## src/rtl/phy_fnctl_pkg.sv

```systemverilog
package phy_fnctl_pkg;
    localparam int unsigned REG_W    = 8;
    localparam int unsigned SPD_LSB  = 0;
    localparam int unsigned TERM_BIT = 2;
    localparam int unsigned OPM_LSB  = 3;
    localparam int unsigned RST_BIT  = 5;
    localparam int unsigned SUSP_BIT = 6;
    localparam logic [REG_W-1:0] FNCTL_INIT = 8'h41;

    typedef enum logic [1:0] {
        SEQ_IDLE,
        SEQ_CORE,
        SEQ_GAP,
        SEQ_STAT
    } seq_e;
endpackage

```

## src/rtl/fnctl_decode.sv

```systemverilog
module fnctl_decode #(
    parameter int unsigned ADDR_W = 6,
    parameter int unsigned BASE   = 4
) (
    input  logic                                acc_valid,
    input  logic                                acc_write,
    input  logic [ADDR_W-1:0]                   acc_addr,
    input  logic [phy_fnctl_pkg::REG_W-1:0]     acc_wdata,
    input  logic [phy_fnctl_pkg::REG_W-1:0]     cur,
    output logic                                wr_hit,
    output logic                                rd_hit,
    output logic [phy_fnctl_pkg::REG_W-1:0]     merged
);
    localparam int unsigned N_ALIAS = 3;

    logic [N_ALIAS-1:0] alias_hit;

    for (genvar g = 0; g < N_ALIAS; g++) begin : g_alias
        localparam logic [ADDR_W-1:0] ALIAS_ADDR = ADDR_W'(BASE + g);
        assign alias_hit[g] = (acc_addr == ALIAS_ADDR);
    end

    assign wr_hit = acc_valid && acc_write && (alias_hit != '0);
    assign rd_hit = acc_valid && !acc_write && (alias_hit != '0);

    always_comb begin
        merged = cur;
        if (alias_hit[0]) merged = acc_wdata;
        if (alias_hit[1]) merged = cur | acc_wdata;
        if (alias_hit[2]) merged = cur & ~acc_wdata;
    end
endmodule

```

## src/rtl/fnctl_rstseq.sv

```systemverilog
module fnctl_rstseq #(
    parameter int unsigned RST_CYC = 16
) (
    input  logic clk,
    input  logic rst_n,
    input  logic start,
    output logic busy,
    output logic done,
    output logic dir,
    output logic core_rst,
    output logic rxcmd
);
    import phy_fnctl_pkg::*;

    localparam int unsigned CW = (RST_CYC > 1) ? $clog2(RST_CYC) : 1;

    typedef struct packed {
        seq_e          st;
        logic [CW-1:0] cnt;
    } seq_state_t;

    seq_state_t seq_d, seq_q;

    always_comb begin
        seq_d = seq_q;
        unique case (seq_q.st)
            SEQ_IDLE: if (start) begin
                seq_d.st  = SEQ_CORE;
                seq_d.cnt = CW'(RST_CYC - 1);
            end
            SEQ_CORE: begin
                if (seq_q.cnt == '0) seq_d.st = SEQ_GAP;
                else                 seq_d.cnt = seq_q.cnt - 1'b1;
            end
            SEQ_GAP:  seq_d.st = SEQ_STAT;
            SEQ_STAT: seq_d.st = SEQ_IDLE;
            default:  seq_d.st = SEQ_IDLE;
        endcase
    end

    always_ff @(posedge clk or negedge rst_n) begin
        if (!rst_n) begin
            seq_q <= '{st: SEQ_IDLE, cnt: '0};
        end else begin
            seq_q <= seq_d;
        end
    end

    assign busy     = (seq_q.st != SEQ_IDLE);
    assign done     = (seq_q.st == SEQ_CORE) && (seq_q.cnt == '0);
    assign core_rst = (seq_q.st == SEQ_CORE);
    assign rxcmd    = (seq_q.st == SEQ_STAT);
    assign dir      = core_rst || rxcmd;

    AST_START_WHEN_IDLE: assert property (@(posedge clk) disable iff (!rst_n)
        start |-> !busy);
endmodule

```

## src/rtl/fnctl_calstop.sv

```systemverilog
module fnctl_calstop #(
    parameter int unsigned CAL_CYC = 8
) (
    input  logic clk,
    input  logic rst_n,
    input  logic trigger,
    output logic clk_stop
);
    localparam int unsigned CW = $clog2(CAL_CYC + 1);

    logic [CW-1:0] cnt_d, cnt_q;

    always_comb begin
        cnt_d = cnt_q;
        if (trigger)            cnt_d = CW'(CAL_CYC);
        else if (cnt_q != '0)   cnt_d = cnt_q - 1'b1;
    end

    always_ff @(posedge clk or negedge rst_n) begin
        if (!rst_n) cnt_q <= '0;
        else        cnt_q <= cnt_d;
    end

    assign clk_stop = (cnt_q != '0);

    AST_STOP_NEEDS_TRIGGER: assert property (@(posedge clk) disable iff (!rst_n)
        $rose(clk_stop) |-> $past(trigger));
endmodule

```

## src/rtl/phy_fnctl_reg.sv

```systemverilog
module phy_fnctl_reg #(
    parameter int unsigned ADDR_W  = 6,
    parameter int unsigned BASE    = 4,
    parameter int unsigned RST_CYC = 16,
    parameter int unsigned CAL_CYC = 8
) (
    input  logic              clk,
    input  logic              rst_n,
    input  logic              acc_valid,
    input  logic              acc_write,
    input  logic [ADDR_W-1:0] acc_addr,
    input  logic [7:0]        acc_wdata,
    input  logic              lp_exit,
    output logic              rd_hit,
    output logic [7:0]        rd_data,
    output logic [1:0]        xcvr_sel,
    output logic              term_sel,
    output logic [1:0]        op_mode,
    output logic              low_power,
    output logic              dir,
    output logic              core_rst,
    output logic              rxcmd,
    output logic              clk_stop
);
    import phy_fnctl_pkg::*;

    typedef struct packed {
        logic [REG_W-1:0] ctrl;
    } reg_state_t;

    reg_state_t r_d, r_q;

    logic             wr_hit;
    logic [REG_W-1:0] merged;
    logic             busy;
    logic             seq_done;
    logic             seq_start;
    logic             cal_trig;
    logic             wr_ok;

    fnctl_decode #(.ADDR_W(ADDR_W), .BASE(BASE)) i_decode (
        .acc_valid (acc_valid),
        .acc_write (acc_write),
        .acc_addr  (acc_addr),
        .acc_wdata (acc_wdata),
        .cur       (r_q.ctrl),
        .wr_hit    (wr_hit),
        .rd_hit    (rd_hit),
        .merged    (merged)
    );

    assign wr_ok = wr_hit && !busy;

    always_comb begin
        r_d       = r_q;
        seq_start = 1'b0;
        if (wr_ok) begin
            r_d.ctrl = merged;
            if (merged[RST_BIT]) begin
                if (!merged[SUSP_BIT]) r_d.ctrl[RST_BIT] = 1'b0;
                else                   seq_start = 1'b1;
            end
        end
        if (seq_done) r_d.ctrl[RST_BIT] = 1'b0;
        if (lp_exit && !r_q.ctrl[SUSP_BIT]) r_d.ctrl[SUSP_BIT] = 1'b1;
        cal_trig = (r_d.ctrl[SPD_LSB+:2] == 2'b00) && (r_q.ctrl[SPD_LSB+:2] != 2'b00);
    end

    always_ff @(posedge clk or negedge rst_n) begin
        if (!rst_n) r_q <= '{ctrl: FNCTL_INIT};
        else        r_q <= r_d;
    end

    fnctl_rstseq #(.RST_CYC(RST_CYC)) i_rstseq (
        .clk      (clk),
        .rst_n    (rst_n),
        .start    (seq_start),
        .busy     (busy),
        .done     (seq_done),
        .dir      (dir),
        .core_rst (core_rst),
        .rxcmd    (rxcmd)
    );

    fnctl_calstop #(.CAL_CYC(CAL_CYC)) i_calstop (
        .clk      (clk),
        .rst_n    (rst_n),
        .trigger  (cal_trig),
        .clk_stop (clk_stop)
    );

    assign rd_data   = rd_hit ? r_q.ctrl : '0;
    assign xcvr_sel  = r_q.ctrl[SPD_LSB+:2];
    assign term_sel  = r_q.ctrl[TERM_BIT];
    assign op_mode   = r_q.ctrl[OPM_LSB+:2];
    assign low_power = !r_q.ctrl[SUSP_BIT];

    AST_SUSPEND_WINS: assert property (@(posedge clk) disable iff (!rst_n)
        (wr_ok && merged[RST_BIT] && !merged[SUSP_BIT]) |=> (!dir && !r_q.ctrl[RST_BIT]));
    AST_WRITE_BLOCKED: assert property (@(posedge clk) disable iff (!rst_n)
        (busy && !seq_done) |=> $stable(r_q.ctrl));
    AST_GAP_AFTER_CORE: assert property (@(posedge clk) disable iff (!rst_n)
        $fell(core_rst) |-> (!dir && !r_q.ctrl[RST_BIT]));
    AST_STATUS_AFTER_GAP: assert property (@(posedge clk) disable iff (!rst_n)
        $fell(core_rst) |=> (dir && rxcmd));
    AST_LP_EXIT_RESUMES: assert property (@(posedge clk) disable iff (!rst_n)
        (lp_exit && !r_q.ctrl[SUSP_BIT]) |=> r_q.ctrl[SUSP_BIT]);
    AST_HS_CALIBRATE: assert property (@(posedge clk) disable iff (!rst_n)
        ((r_d.ctrl[SPD_LSB+:2] == 2'b00) && (r_q.ctrl[SPD_LSB+:2] != 2'b00)) |=> clk_stop);
endmodule

```

## config.mk

```make
export PLATFORM = sky130hd
export DESIGN_NAME = phy_fnctl_reg
export DESIGN_NICKNAME = d
export VERILOG_FILES = /design/src/rtl/phy_fnctl_pkg.sv /design/src/rtl/fnctl_decode.sv /design/src/rtl/fnctl_rstseq.sv /design/src/rtl/fnctl_calstop.sv /design/src/rtl/phy_fnctl_reg.sv
export SDC_FILE = /design/constraint.sdc
export NUM_CORES = 1
export LEC_CHECK = 0
export CAP_MARGIN = 30
export CORE_ASPECT_RATIO = 1.25
export CORE_UTILIZATION = 40
export DETAILED_ROUTE_END_ITERATION = 8
export DONT_BUFFER_PORTS = 1
export GPL_ROUTABILITY_DRIVEN = 0
export HOLD_SLACK_MARGIN = 0.12
export PLACE_DENSITY = 0.66
export SETUP_SLACK_MARGIN = 0.4
export SYNTH_ARGS = -nofsm -noshare
export SYNTH_HDL_FRONTEND = slang
export SYNTH_HIERARCHICAL = 1
export SYNTH_SLANG_ARGS = --single-unit
```

## constraint.sdc

```tcl
create_clock -name clk -period 2.4 [get_ports clk]
set_input_delay 0.48 -clock clk [delete_from_list [all_inputs] [get_ports clk]]
set_output_delay 0.48 -clock clk [all_outputs]
set_load 0.1 [all_outputs]
```

== Word level (Yosys, flattened, before mapping) ==
Cells that the tools add are included.

* Memory bits (read-only): 0
* Logic and storage cells: 64
* Flip-flop bits (word level): 18
* Memories kept: 0
* Bits in writable memories: 0
* Bits in latches: 0

* Equal/unequal tests: 9
* Bitwise gates (word level): 3
* Reduce and logical (&&, ||, !) cells: 26
* Divide/modulo/power cells: 0
* Add/sub/neg operators: 2
* Multiply operators: 0
* Multiplexer cells: 17
* Shift operators: 0
* $lt $le $gt $ge: 0

{| class="wikitable"
|+ Operators by type and width
! operator !! count
|-
| two-way mux 8 bit || 4
|-
| == test 6 x 3 -> 1 bit, second input constant || 3
|-
| two-way mux 4 bit || 3
|-
| nonzero test 2 bit || 6
|-
| AND 8 bit || 1
|-
| logical AND 1 bit || 8
|-
| inverter 8 bit || 1
|-
| bitwise OR 8 bit || 1
|-
| case mux 2 bit (4 select lines) || 1
|-
| case mux 4 bit (2 select lines) || 1
|-
| subtractor 4 x 1 -> 4 bit, second input constant || 2
|-
| two-way mux 7 bit || 1
|-
| two-way mux 6 bit || 1
|-
| two-way mux 1 bit || 5
|-
| == test 2 bit, second input constant || 2
|-
| zero test 2 bit || 2
|-
| zero test 4 bit || 1
|-
| inequality test 2 bit, second input constant || 2
|-
| AND reduction 2 bit || 2
|-
| nonzero test 4 bit || 1
|-
| zero test 1 bit || 3
|-
| AND reduction 3 bit || 1
|-
| nonzero test 3 bit || 1
|-
| == test 2 x 1 -> 1 bit, second input constant || 1
|-
| 3 further kinds || 3
|}

== Logic depth before layout (Yosys ltp) ==
* Word-level depth: 10
* Mapped depth: 11

== Cells and area by module ==
Netlist, hierarchy kept.

{| class="wikitable"
|+ Modules (own cells, without submodules)
! module !! area each (um^2) !! instances !! seq. area each (um^2) !! cells each
|-
| phy_fnctl_reg || 442.9 || 1 || 202.7 || 52
|-
| fnctl_rstseq || 409.1 || 1 || 150.1 || 39
|-
| fnctl_decode || 335.3 || 1 || 0.0 || 42
|-
| fnctl_calstop || 217.7 || 1 || 100.1 || 20
|}

== Worst setup path after synthesis ==
OpenSTA, ideal clock, no wires.

* Path kind: in2out
* From: input acc_addr[3]
* To: output rd_data[1]
* Arrival: 4458 ps
* Slack: -2538 ps
* Buffers on the path: 1
* Cell stages on the path: 4
* Cells stage by stage: or4b_4 -> buf_6 -> nor3_1 -> and2_1

* Cells in the longest elaborated chain, start to end: 4
* Elaborated cells between the ends (all ways): 6
* Those cells by class: eq/ne (3); mux (1); reduce/logical (2)

{| class="wikitable"
|+ Ends and longest elaborated chain
! item !! line !! source
|-
| start, declared || phy_fnctl_reg.sv:11 || <nowiki>input logic [ADDR_W-1:0] acc_addr,</nowiki>
|-
| == test 6 x 3 -> 1 bit || fnctl_decode.sv:20 || <nowiki>assign alias_hit[g] = (acc_addr == ALIAS_ADDR);</nowiki>
|-
| nonzero test 3 bit (no source line) (*) || n/a ||
|-
| logical AND 1 bit (*) || fnctl_decode.sv:24 || <nowiki>assign rd_hit = acc_valid && !acc_write && (alias_hit != '0);</nowiki>
|-
| via rd_hit || phy_fnctl_reg.sv:14 || <nowiki>output logic rd_hit,</nowiki>
|-
| two-way mux 8 bit (*) || phy_fnctl_reg.sv:92 || <nowiki>assign rd_data = rd_hit ? r_q.ctrl : '0;</nowiki>
|-
| end, declared || phy_fnctl_reg.sv:15 || <nowiki>output logic [7:0] rd_data,</nowiki>
|}

Mark *: on every way through the listed nets, which the timed path passes. The rest lies on a longest branch.

== Worst setup path in the final report ==
* From: input acc_addr[3]
* To: output rd_data[6]

* Cells in the longest elaborated chain, start to end: 4
* Elaborated cells between the ends (all ways): 6
* Those cells by class: eq/ne (3); mux (1); reduce/logical (2)

{| class="wikitable"
|+ Ends and longest elaborated chain
! item !! line
|-
| == test 6 x 3 -> 1 bit || fnctl_decode.sv:20
|-
| nonzero test 3 bit (no source line) (*) || n/a
|-
| logical AND 1 bit (*) || fnctl_decode.sv:24
|-
| two-way mux 8 bit (*) || phy_fnctl_reg.sv:92
|}

Every way passes the cells marked *; elsewhere a longest branch is shown, timed or not.

==> impl_results.md <==
* Setup violations, final at 0
* Global router's overall resource usage at 0.1992
* Summed instance area of the synthesized netlist at ~1400 um2
* Met3 usage at 0.03333
* Clock-pin transition on the worst setup and hold timing paths at roughly 0.07 ns
* Initial antenna violation count at 0
* Seq/Total Area, Yosys at 0.3224
* Setup crit start kind: primary input
* Largest net degree at the start of global routing at 19
* Per-instance average area after synthesis at 9.184 um2
* TritonCTS clock tree: done
* Number of global-route vias before repair at between 1,000 and 1,500
* DRC Markers at 0
* # Max-Cap Violations at 0
* CTS Root Cell: clkbuf_8
* Synth area leader: dfrtp_1
* Clk sink count at 18
* Diode insertion count for antenna repair at 0
* Total leakage power at ~0.93 nW
* Synthesis-to-finish area growth at 45.77%
* Ports placed on the boundary at 38
* Clock skew after layout at roughly 0.0015 ns
* Maximum buffer depth of the clock tree at 2
* Mean number of vias per cell at roughly 5.4
* Setup repair after global routing missed its margin: true
* Met1 capacity usage during global routing at 0.2260
* Post-Synthesis Cells at roughly 150
* Relative slew slack at 0.4202
* Rows at 23
* Fin nets at ~210
* Area of the placeable core at roughly 3300 um2
* Power per Cell Area at slightly above 900 nW/um2
* Router iterations before antenna repair at 4
* Max IR drop VDD at between 0.0005 and 0.0006 V
* Number of flops mapped to enable cells by yosys at 0
* Filler-free cell count of the finished design at 224
* Synth Net Count at approximately 180
* Proportion of synthesized flip-flops having asynchronous set or reset at 1.000
* Fin Hold WS at between 0.3 and 0.4 ns
* Fraction of layout instances using a drive strength above 1 at 0.5027
* Slew at the pin with the worst max-slew slack at between 0.8 and 0.9 ns
* Crit Path Max Fanout at 7
* Largest family of logic cells by synthesized area: simple AND/OR/NAND/NOR gates
* Area of the die at approximately 3800 um2
* Depth of the worst register-to-register path at 7
* Clock buffer count from CTS at 3
* Highest clock frequency the design can meet at between 400 and 500 MHz
* Height of the chip at roughly 70 um
* Primary flip-flop cell chosen by synthesis mapping: dfrtp_1
* Required time at the endpoint of the critical path at between 1.5 and 2 ns
* DIE WIDTH at 55.01 um
* Avg WL per Cell at around 15 um
* XOR/XNOR Fraction of Synth Area at 0.006233
* Initial core utilization at 0.4283
* Adder and majority cell fraction of the synthesized area at 0.06233
* Simple-gate portion of the synthesized area at 0.2832
* Final HPWL from detailed placement at 2.484 mm
* Startpoint-to-endpoint class of the critical path: in -> out
* Layout Utilization at 0.6243
* Number of levels in the clock H-tree at 1
* Count of antenna-violating nets left after detailed routing at 0
* Fin crit period at between 2 and 2.5 ns
* Share of the synthesized area in compound gates (AO/OA/AOI/OAI) at 0.1906
* Hold Path Stages at 2
* Met2 usage in global routing at 0.3705
* Outcome: completed
* Number of DRC violations after detailed-routing iteration 0 at 24
* YS warnings at 6
* Area after detailed placement at roughly 1700 um2
* Hold violation total from the final report at 0
* Post-synth cell types at 42
* Leading cell types by total area after synthesis: dfrtp_1 28%, o31ai_2 7.1%, ha_1 6.2%
* Count of state elements after synthesis at 18
* Worst-skew pair later-pin latency at between 0.2 and 0.3 ns
* Share of the synthesized area in the top cell type at 0.2850
* Fraction of the cycle the final worst path needs at 0.9378
* Most crowded layer after global routing: met2
* Reg2reg setup slack at ~0.54 ns
* DRT Wirelength at between 3 and 4 mm
* Total of buffers placed on input and output ports at 0
* Worst hold-check path type: in -> reg
* Arrival time worst endpoint at ~1.8 ns
* Summed area of non-filler cells in the final layout at 2048 um2
* Critical Path End Type: output pin
* Total global routing overflow at 0
* Global-route wire length before repair at 5.464 mm
* Share of cell area taken by muxes after synthesis at 0.02582
* Pins over their slew limit at 0
* Count of vias placed by the detailed router at approximately 1,200
* Placed instance count at 208
==> cells in the mapped netlist, drive strengths merged (3+ instances only) <==
master,instances
nor3,5
dfrtp,16
nor2b,3
nand2,23
o31ai,8
buf,9
o21ai,8
ha,7
and2,8
nand2b,3
nor2,5
a21oi,3
and2b,8
inv,19
==> worst max-delay path: stages <==
cell    delay (ns)
or4b_4        0.56
nor3_4        0.23
buf_6         0.17
and2_4        0.15
buf_12        0.17
==> layout make-up <==
cell class / instances / area [um2]
clock buffer: 4 / 55.05
fill: 276 / 1232
inverter: 19 / 71.32
multi-input combinational: 107 / 992.2
sequential: 18 / 452.9
tap: 37 / 46.29
timing repair buffer: 39 / 430.4
==> stage by stage <==
stage	TNS, ns	worst slack, ns	power, mW
2_1_floorplan	-5.679	-0.6777	1.251
3_3_place_gp	0	0.04266	1.354
3_5_place_dp	-0.05537	-0.02753	1.412
4_1_cts	0	0.1609	1.774
5_1_grt	0	0.1302	1.999
6_report	0	0.1493	1.877
==> cell usage in the layout, fill, tap and decap left out, types with 3 or more instances in the layout <==
master	instances
ha_1	4
buf_4	23
nor3_4	3
inv_1	17
o21ai_2	5
dfrtp_1	16
buf_6	6
nand2_1	23
nor2_1	5
o31ai_4	3
and2_4	8
clkbuf_8	4
and2b_1	8
buf_12	9
o21ai_4	3
nand2b_1	3
o31ai_2	5
==> power breakdown <==
group / switching, mW / internal (mW) / total [mW]
clock network: 0.107 / 0.146 / 0.253
logic: 0.680 / 0.455 / 1.13
registers: 0.0942 / 0.395 / 0.490
==> timing repair <==
item | in CTS | in global routing
buffers inserted | 8 | 3
hold endpoints to repair | 18 | 0
hold buffers | 1 | 0
setup endpoints to repair | 20 | 20
resized for setup | 24 | 11
pin swaps | 6 | 2
cloned | 0 | 0
==> final timing paths <==
path | start | to
setup / recovery | acc_addr[3] | rd_data[6]
hold / removal | lp_exit | r_q[6]$_DFFE_PN1P_
setup reg to reg | i_rstseq/seq_q[4]$_DFFE_PN0P_ | i_calstop/cnt_q[0]$_DFFE_PN0P_
hold reg to reg | r_q[0]$_DFF_PN1_ | r_q[0]$_DFF_PN1_
max in group asynchronous | rst_n | i_rstseq/seq_q[1]$_DFFE_PN0P_
min in group asynchronous | rst_n | r_q[4]$_DFFE_PN0N_
==> cells by family after synthesis <==
group,count (synthesis)
AND/OR/NAND/NOR,68
XOR/XNOR,1
adder cells (fa/ha/maj),7
buffers and inverters,28
flip-flops,18
multiplexers,3
AO/OA/AOI/OAI,28
==> metal layers <==
| layer | routed length (um) | vias to the layer above |
|---|---|---|
| met4 | 35 | 0 |
| met1 | 1384 | 586 |
| met2 | 1908 | 31 |
| met5 | 0 | - |
| met3 | 142 | 4 |
| li1 | - | 579 |
==> state kept, by name, indices dropped and copies added, names as in the netlist <==
signal / count
i_calstop/cnt_q: 4
i_rstseq/seq_q: 6
r_q: 8
Power figures use the tool's default switching activity.
